--- src/rtl/crc_scrub_pkg.sv ---
package crc_scrub_pkg;
  localparam int CRC_W = 32;
  localparam logic [CRC_W-1:0] CRC_POLY = 32'h04C1_1DB7;
  localparam logic [CRC_W-1:0] CRC_SEED = 32'hFFFF_FFFF;

  // strobes from control to datapath
  typedef struct packed {
    logic fold;      // consume memRdData this cycle
    logic lastWord;  // the word being consumed closes the pass
  } scanStrobe_t;
endpackage

--- src/rtl/crc_scan_ctrl.sv ---
module crc_scan_ctrl
  import crc_scrub_pkg::*;
#(
  parameter int ADDR_W = 4
) (
  input  logic              clk,
  input  logic              rstN,
  input  logic              scanEn,
  output logic [ADDR_W-1:0] memAddr,
  output scanStrobe_t       strobe,
  output logic              passDone
);
  localparam logic [ADDR_W-1:0] LAST_ADDR = '1;

  logic [ADDR_W-1:0] addrReg;
  logic              atLast;

  assign atLast          = (addrReg == LAST_ADDR);
  assign strobe.fold     = scanEn;
  assign strobe.lastWord = scanEn && atLast;
  assign memAddr         = addrReg;

  always_ff @(posedge clk or negedge rstN) begin
    if (!rstN) begin
      addrReg  <= '0;
      passDone <= 1'b0;
    end else begin
      passDone <= strobe.lastWord;
      if (scanEn) begin
        addrReg <= atLast ? '0 : addrReg + 1'b1;
      end
    end
  end
endmodule

--- src/rtl/crc_scan_dp.sv ---
module crc_scan_dp
  import crc_scrub_pkg::*;
#(
  parameter int DATA_W = 32
) (
  input  logic              clk,
  input  logic              rstN,
  input  scanStrobe_t       strobe,
  input  logic [DATA_W-1:0] memRdData,
  input  logic [CRC_W-1:0]  refCrc,
  input  logic              clrErr,
  output logic              errFlag,
  output logic              errPin
);
  logic [CRC_W-1:0] crcReg;
  logic [CRC_W-1:0] crcNext;
  logic             mismatch;

  // fold one word into the running code, most significant bit first
  function automatic logic [CRC_W-1:0] foldWord(input logic [CRC_W-1:0] cur,
                                                input logic [DATA_W-1:0] word);
    logic [CRC_W-1:0] c;
    logic             fb;
    c = cur;
    for (int b = DATA_W - 1; b >= 0; b--) begin
      fb = c[CRC_W-1] ^ word[b];
      c  = {c[CRC_W-2:0], 1'b0};
      if (fb) c = c ^ CRC_POLY;
    end
    return c;
  endfunction

  assign crcNext  = foldWord(crcReg, memRdData);
  assign mismatch = strobe.fold && strobe.lastWord && (crcNext != refCrc);

  always_ff @(posedge clk or negedge rstN) begin
    if (!rstN) begin
      crcReg  <= CRC_SEED;
      errFlag <= 1'b0;
      errPin  <= 1'b0;
    end else begin
      errPin <= errFlag;
      if (strobe.fold) begin
        crcReg <= strobe.lastWord ? CRC_SEED : crcNext;
      end
      if (mismatch) begin
        errFlag <= 1'b1;
      end else if (clrErr) begin
        errFlag <= 1'b0;
      end
    end
  end
endmodule

--- src/rtl/crc_scrub_monitor.sv ---
module crc_scrub_monitor
  import crc_scrub_pkg::*;
#(
  parameter int ADDR_W = 4,
  parameter int DATA_W = 32
) (
  input  logic              clk,
  input  logic              rstN,
  input  logic              scanEn,
  output logic [ADDR_W-1:0] memAddr,
  input  logic [DATA_W-1:0] memRdData,
  input  logic [31:0]       refCrc,
  input  logic              clrErr,
  output logic              errFlag,
  output logic              errPin,
  output logic              passDone
);
  scanStrobe_t strobe;

  crc_scan_ctrl #(.ADDR_W(ADDR_W)) ctrl_i (
    .clk(clk), .rstN(rstN), .scanEn(scanEn),
    .memAddr(memAddr), .strobe(strobe), .passDone(passDone)
  );

  crc_scan_dp #(.DATA_W(DATA_W)) dp_i (
    .clk(clk), .rstN(rstN), .strobe(strobe), .memRdData(memRdData),
    .refCrc(refCrc), .clrErr(clrErr), .errFlag(errFlag), .errPin(errPin)
  );
endmodule

--- config.mk ---
export PLATFORM = sky130hd
export DESIGN_NAME = crc_scrub_monitor
export DESIGN_NICKNAME = d
export VERILOG_FILES = /design/src/rtl/crc_scrub_pkg.sv /design/src/rtl/crc_scan_ctrl.sv /design/src/rtl/crc_scan_dp.sv /design/src/rtl/crc_scrub_monitor.sv
export SDC_FILE = /design/constraint.sdc
export NUM_CORES = 1
export LEC_CHECK = 0
export ABC_AREA = 1
export BUFFER_PORTS_ARGS = -buffer_cell sky130_fd_sc_hd__buf_2
export CORE_ASPECT_RATIO = 1.5
export CORE_UTILIZATION = 45
export DETAILED_ROUTE_END_ITERATION = 6
export GPL_TIMING_DRIVEN = 1
export PLACE_DENSITY = 0.62
export SYNTH_ARGS = -nofsm -noshare
export SYNTH_HDL_FRONTEND = slang
export SYNTH_HIERARCHICAL = 1
export SYNTH_SLANG_ARGS = --single-unit
--- constraint.sdc ---
create_clock -name clk -period 8.5 [get_ports clk]
set_input_delay 1.275 -clock clk [delete_from_list [all_inputs] [get_ports clk]]
set_output_delay 1.275 -clock clk [all_outputs]
set_load 0.1 [all_outputs]
Yosys cells after proc, flatten, opt, wreduce, memory -nomap -nowiden --
Cells that the tools add are included.
Storage, ports and cells: flip-flop bits (word level) 39, word-level logic and storage cells 112
Cells by class: add/subtract/negate cells 1, equal/unequal tests 2, muxes and demuxes 36, bitwise logic cells 64, reductions and logical operators 4
Operators with widths (number):
- two-way mux 27 bit | 32
- inverter 14 bit | 32
- two-way mux 32 bit | 1
- != test 32 bit | 1
- bitwise XOR 1 bit | 32
- adder 4 x 1 -> 4 bit, second input constant | 1
- == test 4 bit, second input constant | 1
- two-way mux 4 bit | 1
- logical AND 1 bit | 3
- two-way mux 1 bit | 2
- nonzero test 2 bit | 1

Logic depth before layout (Yosys ltp) --
Gate-level depths: netlist of the first run.
depth in word-level cells 67, depth in mapped cells 37, depth with buffers taken out 36

Cells and area by module --
Netlist of the first run, hierarchy kept.
Modules (own cells, without submodules):
- crc_scan_dp | times used 1, cells an instance 1402, area an instance 7577.3 µm², sequential area each 890.9 µm²
- crc_scan_ctrl | times used 1, cells an instance 27, area an instance 231.5 µm², sequential area each 125.1 µm²

Least setup slack after synthesis of the first run --
Ideal clock, no wire load.
kind input to register, start point input port memRdData[30], end point register dp_i.errFlag, setup time 0.120 ns, data arrival time 3.777 ns, required time 8.380 ns, setup slack 4.603 ns, cell stages on the path 35, buffers on the path 1, cell sequence inv_1 nand2_1 nand2_2 nand2_2 nand2_4 nand2_2 nand2_1 nand2_2 nand2_4 nand2_1 nand2_1 nand2_2 nand2_2 buf_6 nand2_4 nand2_2 nand2_1 nand2_1 nand2_1 nand2_2 nand2_4 nand2_4 nand2_2 nand2_2 inv_2 nand2_1 nand2_1 nand2_1 nand2_1 nor2_1 nand2_1 nor2_1 nand3_1 nand2_1 nand2_1
Between the ends: longest elaborated chain between the ends 44, elaborated cells on any way between the ends 84, classes of those cells eq/ne: 1; mux: 32; bitwise: 49; reduce/logical: 2
RTL lines:
- start, declared | RTL line crc_scrub_monitor.sv:11 | input logic [DATA_W-1:0] memRdData,
- bitwise XOR 1 bit * | RTL line crc_scan_dp.sv:26 | fb = c[CRC_W-1] ^ word[b];
- two-way mux 27 bit * | RTL line crc_scan_dp.sv:28 | if (fb) c = c ^ CRC_POLY;
- inverter 14 bit (no source line)
- two-way mux 27 bit | RTL line crc_scan_dp.sv:28
- inverter 14 bit (no source line)
- two-way mux 27 bit (2 in series) | RTL line crc_scan_dp.sv:28
- inverter 14 bit (no source line)
- two-way mux 27 bit | RTL line crc_scan_dp.sv:28
- [25 not listed]
- two-way mux 27 bit | RTL line crc_scan_dp.sv:28
- inverter 14 bit (no source line)
- two-way mux 27 bit (3 in series) | RTL line crc_scan_dp.sv:28
- inverter 14 bit (no source line)
- two-way mux 27 bit | RTL line crc_scan_dp.sv:28
- != test 32 bit * | RTL line crc_scan_dp.sv:34 | assign mismatch = strobe.fold && strobe.lastWord && (crcNext != refCrc);
- logical AND 1 bit * | RTL line crc_scan_dp.sv:34
- two-way mux 1 bit or nonzero test 2 bit (tied branches)
- end signal, assigned | RTL line crc_scan_dp.sv:39 | errFlag <= 1'b0;
- end signal, assigned | RTL line crc_scan_dp.sv:47 | errFlag <= 1'b1;
- end signal, assigned | RTL line crc_scan_dp.sv:49 | errFlag <= 1'b0;
- end, declared | RTL line crc_scan_dp.sv:12 | output logic errFlag,
Every way passes the cells marked *; elsewhere a longest branch is shown, timed or not. A chain may end at the register's enable or synchronous reset.

Final worst setup path of the first run --
Same ends and word-level chain as after synthesis.

==> impl_metrics.tcl, run 1 <==
set metrics [dict create \
    antenna_found_initial 0 \
    rr_startpoint "dp_i/crcReg[27]" \
    die_y_um 163 \
    syn-num-nets 1498 \
    rrSetupSlack_ns 4.16 \
    grt_max_degree 40 \
    cts_hold_buf 0 \
    routed_wl_mm 28.7 \
    syn_inst 1429 \
    n_fill_cell 1875 \
    cts_root_buf "clkbuf_16" \
    post-cts-setup-buffers 0 \
    rr_worst_depth 31 \
    worstSetupStartpointType "primary input" \
    yosysUniqueCellTypes 36 \
    arrival_ns 5.09 \
    cp-end-kind "flop" \
    min_delay_worst_endpoint "dp_i/errPin" \
    cts_resized 0 \
    synth_top_area_share_pct 31.2 \
    initial_core_util_pct 46.4 \
    worstPathRequired_ns 8.68 \
    clock-sinks 39 \
    dr.pass1.iters 7 \
    holdWs_ns 0.434 \
    post-synth-top-area-cell "nand2_1" \
    grt_use_total_pct 32.8 \
    ys_ff_latch 39 \
    r2r_end "dp_i/errFlag" \
    slew_viol_final 0 \
    rsz0062_at_grt "false" \
    antennaDiodeCount 0 \
    worst_clock_skew_ns 0.00577 \
    min_from "dp_i/errFlag" \
    register_area_sq_um 1020 \
    cts_tree "done" \
    fin_crit_ns 4.91 \
    drive_above_1_share_pct 20.9 \
    mappedNetlistArea_sq_um 7810 \
    drc_errors 0 \
    max-cap-violations 0 \
    fin_crit_sh_pct 57.7 \
    grt-ovfl-total 0 \
    ant_nets 0 \
    ios 75 \
    synthTopCellsByArea "nand2_1, nand3_1, dfstp_2" \
    cpMaxStageDelayCell "nor2_2" \
    hp-class "flop to flop" \
    syn2layout_area_growth_pct 9.02 \
    cts_buffers 5 \
    synth_warnings 6 \
    place_hpwl_mm 24.4 \
    grt_pass1_wl_mm 43.4 \
    syn_avg_cell_area_sq_um 5.46 \
    ys_seq_area_share_pct 13.0 \
    multi_input_area_sq_um 5990 \
    core_sq_um 16800 \
    clkLatencyLatePin_ns 0.29 \
    holdPathStages 0 \
    worstMarginPinSlew_ns 1.03 \
    fin_nets 1566 \
    mostFrequentLayoutCells "nand2_1, nand3_1, inv_1, nand2_2, buf_2" \
    crit_path_max_incr_delay_ns 0.45 \
    vias_per_cell 5.21 \
    vias 8891 \
    drt-initial-drc-count 579 \
    place_inst 1700 \
    crit_fanout 13 \
    worst_path_most_repeated_cell "nand2_1" \
    grt_pass1_vias 7955 \
    path_class "primary input to flop" \
    rows 58 \
    outcome "completed" \
    portBuffers 74 \
    finalSetupTns_ns 0 \
    clock_path_buffers 2 \
    layout_commonest_cell "nand2_1" \
    dieWidth_um 110 \
    final_hold_viol_count 0 \
    dieArea_sq_um 17900 \
    h-tree-depth 2 \
    relSlewSlack_pct 31.5 \
    layout.cells.non_filler 1708 \
    setup_viol 0 \
    clk_pin_slew_ns 0.06 \
    wl_per_cell_um 16.8 \
    max_freq_mhz 204 \
    gp_congestion 1.01 \
]
## kinds of logic after synthesis
group                    Yosys count  share of synthesized area (%)
flip-flops                        39                           13.0
XOR/XNOR                          74                           8.57
buffers and inverters            198                           10.3
AO/OA/AOI/OAI                     38                           2.96
AND/OR/NAND/NOR                 1079                           65.0
adder cells (fa/ha/maj)            1                          0.160
## area by class of cell
class                      instances  share of cell area [%]
multi-input combinational       1192                    70.3
timing repair buffer              74                    4.35
clock buffer                       6                    1.63
clock inverter                     2                   0.412
inverter                         185                    8.25
sequential                        39                    11.9
tap                              210                    3.09
## critical path: cells and delay by family
kind                   cells  cell delay, ns
and+or+nand+nor           31            3.62
buffers and inverters      2            0.19
## worst max-delay path by stage
stage | slack [ns] | cells after the start | end | from
2_1_floorplan | 4.60 | 35 | dp_i/errFlag | memRdData[30]
3_3_place_gp | 3.29 | 33 | dp_i/errFlag | memRdData[30]
3_5_place_dp | 3.28 | 33 | dp_i/errFlag | memRdData[30]
4_1_cts | 3.59 | 33 | dp_i/errFlag | memRdData[30]
5_1_grt | 3.14 | 33 | dp_i/errFlag | memRdData[30]
6_report | 3.59 | 33 | dp_i/errFlag | memRdData[30]
## cells in the mapped netlist
cell      instances
nor2_1           35
nand2_1         649
nand2_2          90
nand4_1           5
nand3_4           2
xnor2_1          16
buf_8             1
nand3_2          11
o21ai_0           6
o22ai_1          13
nand2b_1          1
inv_2            41
xnor3_1           1
nand2_4          37
clkbuf_1          5
or2_1             6
inv_1           141
ha_1              1
a21o_1            1
inv_4             3
nand2_8           1
nand3_1         214
or2_2             4
a21oi_1           8
xor2_1           56
or2_0             1
buf_6             5
o21ai_1           1
nor2_4            4
nand3b_1         15
dfrtp_1           7
nor2_2            4
xnor2_2           1
dfstp_2          32
buf_4             2
a22oi_1           9
## per-layer routing
metal	part of all wire, %	wire length (um)	up-vias	global-route usage [%]
met2	49	14000	282	57.8
met4	5.2	1480	0	14.8
met3	4.8	1370	64	2.11
li1	-	-	4579	-
met1	41	11800	3966	40.2
met5	0	0	-	0
## state kept, by name, summed over array words and instances, names as in the netlist
signal           cells
dp_i/crcReg         32
ctrl_i/passDone      1
dp_i/errFlag         1
ctrl_i/memAddr       4
dp_i/errPin          1
## stage by stage
step | area, sq um | setup WS (ns) | utilization, %
after floorplan | 7810 | 4.60 | -
after global placement | 8340 | 3.29 | 49.5
after detailed placement | 8340 | 3.28 | 49.5
after CTS | 8510 | 3.59 | 50.6
after global routing | 8510 | 3.14 | 50.6
final | 8510 | 3.59 | 50.6
Power of run 1 is not shown: default switching activity piles up to over one toggle a cycle in this logic, so the estimate is an artifact.
==> run 2: changes to the inputs <==
==> constraint.sdc (replaced) <==
create_clock -name clk -period 4.69 [get_ports clk]
set_input_delay 0.7035 -clock clk [delete_from_list [all_inputs] [get_ports clk]]
set_output_delay 0.7035 -clock clk [all_outputs]
set_load 0.1 [all_outputs]
==> run 2 against run 1 <==
- sequential cell count unchanged
- die area did not move
- sequential share of layout area shrank 0.077 points
- final cell count rose by 0.29%
- non-clock buffer count is 5 higher
- global-route usage increased by 0.95 points
- wire length increased by 1.8%
- register-to-register slack got worse by 3.7 ns
- critical path depth unchanged
- via count rose by 1.0%
==> impl_metrics.tcl, run 2 (synthesis results as in run 1) <==
set metrics [dict create \
    max-cap-violations 0 \
    multi_input_area_sq_um 5990 \
    register_area_sq_um 1020 \
    clk_pin_slew_ns 0.06 \
    slew_viol_final 0 \
    antennaDiodeCount 0 \
    fin_nets 1571 \
    crit_path_max_incr_delay_ns 0.54 \
    worstMarginPinSlew_ns 0.899 \
    layout_commonest_cell "nand2_1" \
    cts_root_buf "clkbuf_16" \
    drt-initial-drc-count 662 \
    regMostFlops "dp_i/crcReg" \
    largest_reg_flops 32 \
    hp-class "flop to flop" \
    dieWidth_um 110 \
    vias_per_cell 5.24 \
    path_class "flop to flop" \
    max_freq_mhz 238 \
    antenna_found_initial 0 \
    final_hold_viol_count 0 \
    holdPathStages 0 \
    grt_pass1_wl_mm 44.4 \
    setup_viol 0 \
    cpMaxStageDelayCell "dfstp_2" \
    min_delay_worst_endpoint "dp_i/errPin" \
    grt_max_degree 40 \
    clock_path_buffers 2 \
    rr_startpoint "dp_i/crcReg[30]" \
    core_sq_um 16800 \
    initial_core_util_pct 46.4 \
    wl_per_cell_um 17.0 \
    mostFrequentLayoutCells "nand2_1, nand3_1, inv_1, nand2_2, buf_2" \
    rr_worst_depth 33 \
    clock-sinks 39 \
    dr.pass1.iters 5 \
    routed_wl_mm 29.2 \
    outcome "completed" \
    worstSetupStartpointType "flop" \
    cts_hold_buf 0 \
    fin_crit_ns 4.20 \
    syn2layout_area_growth_pct 9.73 \
    vias 8984 \
    fin_crit_sh_pct 89.6 \
    die_y_um 163 \
    cts_resized 0 \
    worst_path_most_repeated_cell "nand2_1" \
    cp-end-kind "flop" \
    min_from "dp_i/errFlag" \
    ios 75 \
    worst_clock_skew_ns 0.00405 \
    grt_use_total_pct 33.8 \
    cts_tree "done" \
    place_hpwl_mm 24.6 \
    relSlewSlack_pct 40.1 \
    ant_nets 0 \
    dieArea_sq_um 17900 \
    r2r_end "dp_i/errFlag" \
    rsz0062_at_grt "false" \
    worstPathRequired_ns 4.87 \
    drc_errors 0 \
    n_fill_cell 1892 \
    gp_congestion 0.988 \
    rrSetupSlack_ns 0.49 \
    cts_buffers 5 \
    portBuffers 74 \
    h-tree-depth 2 \
    grt_pass1_vias 8053 \
    finalSetupTns_ns 0 \
    drive_above_1_share_pct 21.0 \
    grt-ovfl-total 0 \
    arrival_ns 4.38 \
    post-cts-setup-buffers 0 \
    crit_fanout 13 \
    rows 58 \
    clkLatencyLatePin_ns 0.29 \
]
## run 2: area by class of cell
type	count	share of cell area, %
Multi-Input combinational cell	1192	69.9
Sequential cell	39	11.9
Inverter	185	8.19
Timing Repair Buffer	79	4.76
Tap cell	210	3.07
Clock buffer	6	1.50
Clock inverter	2	0.701
## run 2: through the flow
step	util [%]	setup WS (ns)	instance area (sq um)	hold slack, ns	std cells
after global placement	49.7	0.312	8370	0.420	1705
final	50.9	0.490	8570	0.435	1713
after floorplan	-	1.36	7810	0.408	1429
after detailed placement	49.7	0.194	8370	0.413	1705
after CTS	50.9	0.487	8560	0.439	1713
after global routing	50.9	0.0979	8570	0.458	1713
## run 2: worst max-delay path: cells and delay by family (launching register included)
family                 cells  cell delay (ns)
buffers and inverters      2             0.14
flip-flops                 1             0.54
AND/OR/NAND/NOR           31             3.39
## run 2: worst max path at each step
stage	endpoint	cells after the start	start	slack, ns
2_1_floorplan	dp_i/errFlag	35	memRdData[30]	1.36
3_3_place_gp	dp_i/errFlag	33	memRdData[30]	0.31
3_5_place_dp	dp_i/errFlag	33	memRdData[30]	0.19
4_1_cts	dp_i/errFlag	31	dp_i/crcReg[30]	0.49
5_1_grt	dp_i/errFlag	33	dp_i/crcReg[30]	0.1
6_report	dp_i/errFlag	33	dp_i/crcReg[30]	0.49
## run 2: routing by layer
| metal | vias up | track usage, % | share of wire (%) |
|---|---|---|---|
| met5 | - | 0 | 0 |
| met3 | 77 | 3.11 | 5.1 |
| met4 | 0 | 20.3 | 6.8 |
| met1 | 4004 | 41.0 | 41 |
| met2 | 311 | 56.8 | 47 |
| li1 | 4592 | - | - |
Power of run 2 is left out for the same reason.
==> run 3: changes to the inputs <==
--- a/config.mk
+++ b/config.mk
@@ -6,7 +6,7 @@
 export NUM_CORES = 1
 export LEC_CHECK = 0
 export ABC_AREA = 1
-export BUFFER_PORTS_ARGS = -buffer_cell sky130_fd_sc_hd__buf_2
+export BUFFER_PORTS_ARGS = -buffer_cell sky130_fd_sc_hd__buf_4
 export CORE_ASPECT_RATIO = 1.5
 export CORE_UTILIZATION = 45
 export DETAILED_ROUTE_END_ITERATION = 6
==> run 3 against run 2 <==
- register-to-register slack about the same
- critical path depth unchanged
- critical path type is now primary input to flop
- clock-buffer cell count decreased by 1
==> impl_metrics.tcl, run 3 (synthesis results as in run 1) <==
set metrics [dict create \
    outcome "completed" \
    fin_crit_ns 4.21 \
    gp_congestion 0.999 \
    finalSetupTns_ns 0 \
    max_freq_mhz 238 \
    clkLatencyLatePin_ns 0.29 \
    worst_clock_skew_ns 0.00616 \
    arrival_ns 4.39 \
    worstMarginPinSlew_ns 0.612 \
    relSlewSlack_pct 59.1 \
    core_sq_um 16800 \
    layout_commonest_cell "nand2_1" \
    rows 58 \
    vias_per_cell 5.16 \
    rsz0062_at_grt "false" \
    h-tree-depth 2 \
    dieArea_sq_um 17900 \
    ios 75 \
    fin_nets 1572 \
    clk_pin_slew_ns 0.06 \
    layout.cells.non_filler 1714 \
    final_util_pct 52.1 \
    dieWidth_um 110 \
    setup_viol 0 \
    largest_reg_flops 32 \
    place_inst 1706 \
    syn2layout_area_growth_pct 12.2 \
    crit_path_max_incr_delay_ns 0.22 \
    wl_per_cell_um 17.0 \
    crit_fanout 10 \
    final_hold_viol_count 0 \
    slew_viol_final 0 \
    worstPathRequired_ns 4.87 \
    post-cts-setup-buffers 0 \
    drc_errors 0 \
    max-cap-violations 0 \
    routed_wl_mm 29.1 \
    portBuffers 74 \
    grt_pass1_wl_mm 44.0 \
    grt_use_total_pct 33.5 \
    antenna_found_initial 0 \
    cts_tree "done" \
    ant_nets 0 \
    drive_above_1_share_pct 21.1 \
    cp-end-kind "flop" \
    cts_resized 0 \
    clock_path_buffers 2 \
    clock-sinks 39 \
    fin_crit_sh_pct 89.8 \
    cts_hold_buf 0 \
    mostFrequentLayoutCells "nand2_1, nand3_1, inv_1, nand2_2, buf_4" \
    vias 8841 \
    grt_max_degree 40 \
    fin_ws_ns 0.480 \
    cpMaxStageDelayCell "nand2_1" \
    drt-initial-drc-count 560 \
    regMostFlops "dp_i/crcReg" \
    die_y_um 163 \
    cts_root_buf "clkbuf_16" \
    worst_path_most_repeated_cell "nand2_1" \
    grt-ovfl-total 0 \
    place_ws_ns 0.205 \
    place_hpwl_mm 24.7 \
    initial_core_util_pct 46.4 \
    path_class "primary input to flop" \
    worstSetupStartpointType "primary input" \
    dr.pass1.iters 6 \
    grt_pass1_vias 8005 \
    antennaDiodeCount 0 \
    hp-class "primary input to asynchronous set/reset pin" \
    cts_buffers 5 \
]
==> run 3: changes by cell type in the layout (fill, tap and decap cells not counted), sizes merged <==
cell	delta
buf	+1
clkbuf	-1
clkinvlp	+1
==> run 3: cell type report <==
cell class	count	area [sq um]
flip-flops and latches	39	1020
inverters	185	702
fillers	1857	8070
clock buffers	5	125
repair buffers	80	601
multi-input cells	1192	5990
well taps	210	263
clock inverters	3	67.6
==> run 3: metal layers <==
layer / wire (um) / GRT usage (%) / vias up
li1: - / - / 4585
met1: 12200 / 40.7 / 3951
met2: 14200 / 58.1 / 235
met3: 1090 / 2.63 / 70
met4: 1680 / 17.1 / 0
met5: 0 / 0 / -
==> run 3: final timing paths <==
kind                                 start               to  slack, ns  cells after the start
max                          memRdData[27]     dp_i/errFlag       0.48                     33
min                                   rstN      dp_i/errPin       0.39                      1
max reg2reg                dp_i/crcReg[27]     dp_i/errFlag       0.49                     31
min reg2reg                   dp_i/errFlag      dp_i/errPin       0.43                      0
max in group asynchronous             rstN  dp_i/crcReg[25]       3.93                      1
min in group clk              dp_i/errFlag      dp_i/errPin       0.43                      0
==> run 3: critical path, delay by kind of cell <==
family	cells	cell delay, ns
simple gates	30	3.34
buf+inv	3	0.30
==> run 3: metrics by stage <==
step,hold slack (ns),instance area [sq um]
after floorplan,0.408,7810
after global placement,0.407,8570
after detailed placement,0.395,8570
after CTS,0.406,8760
after global routing,0.432,8760
final,0.390,8760
Power of run 3 is left out for the same reason.
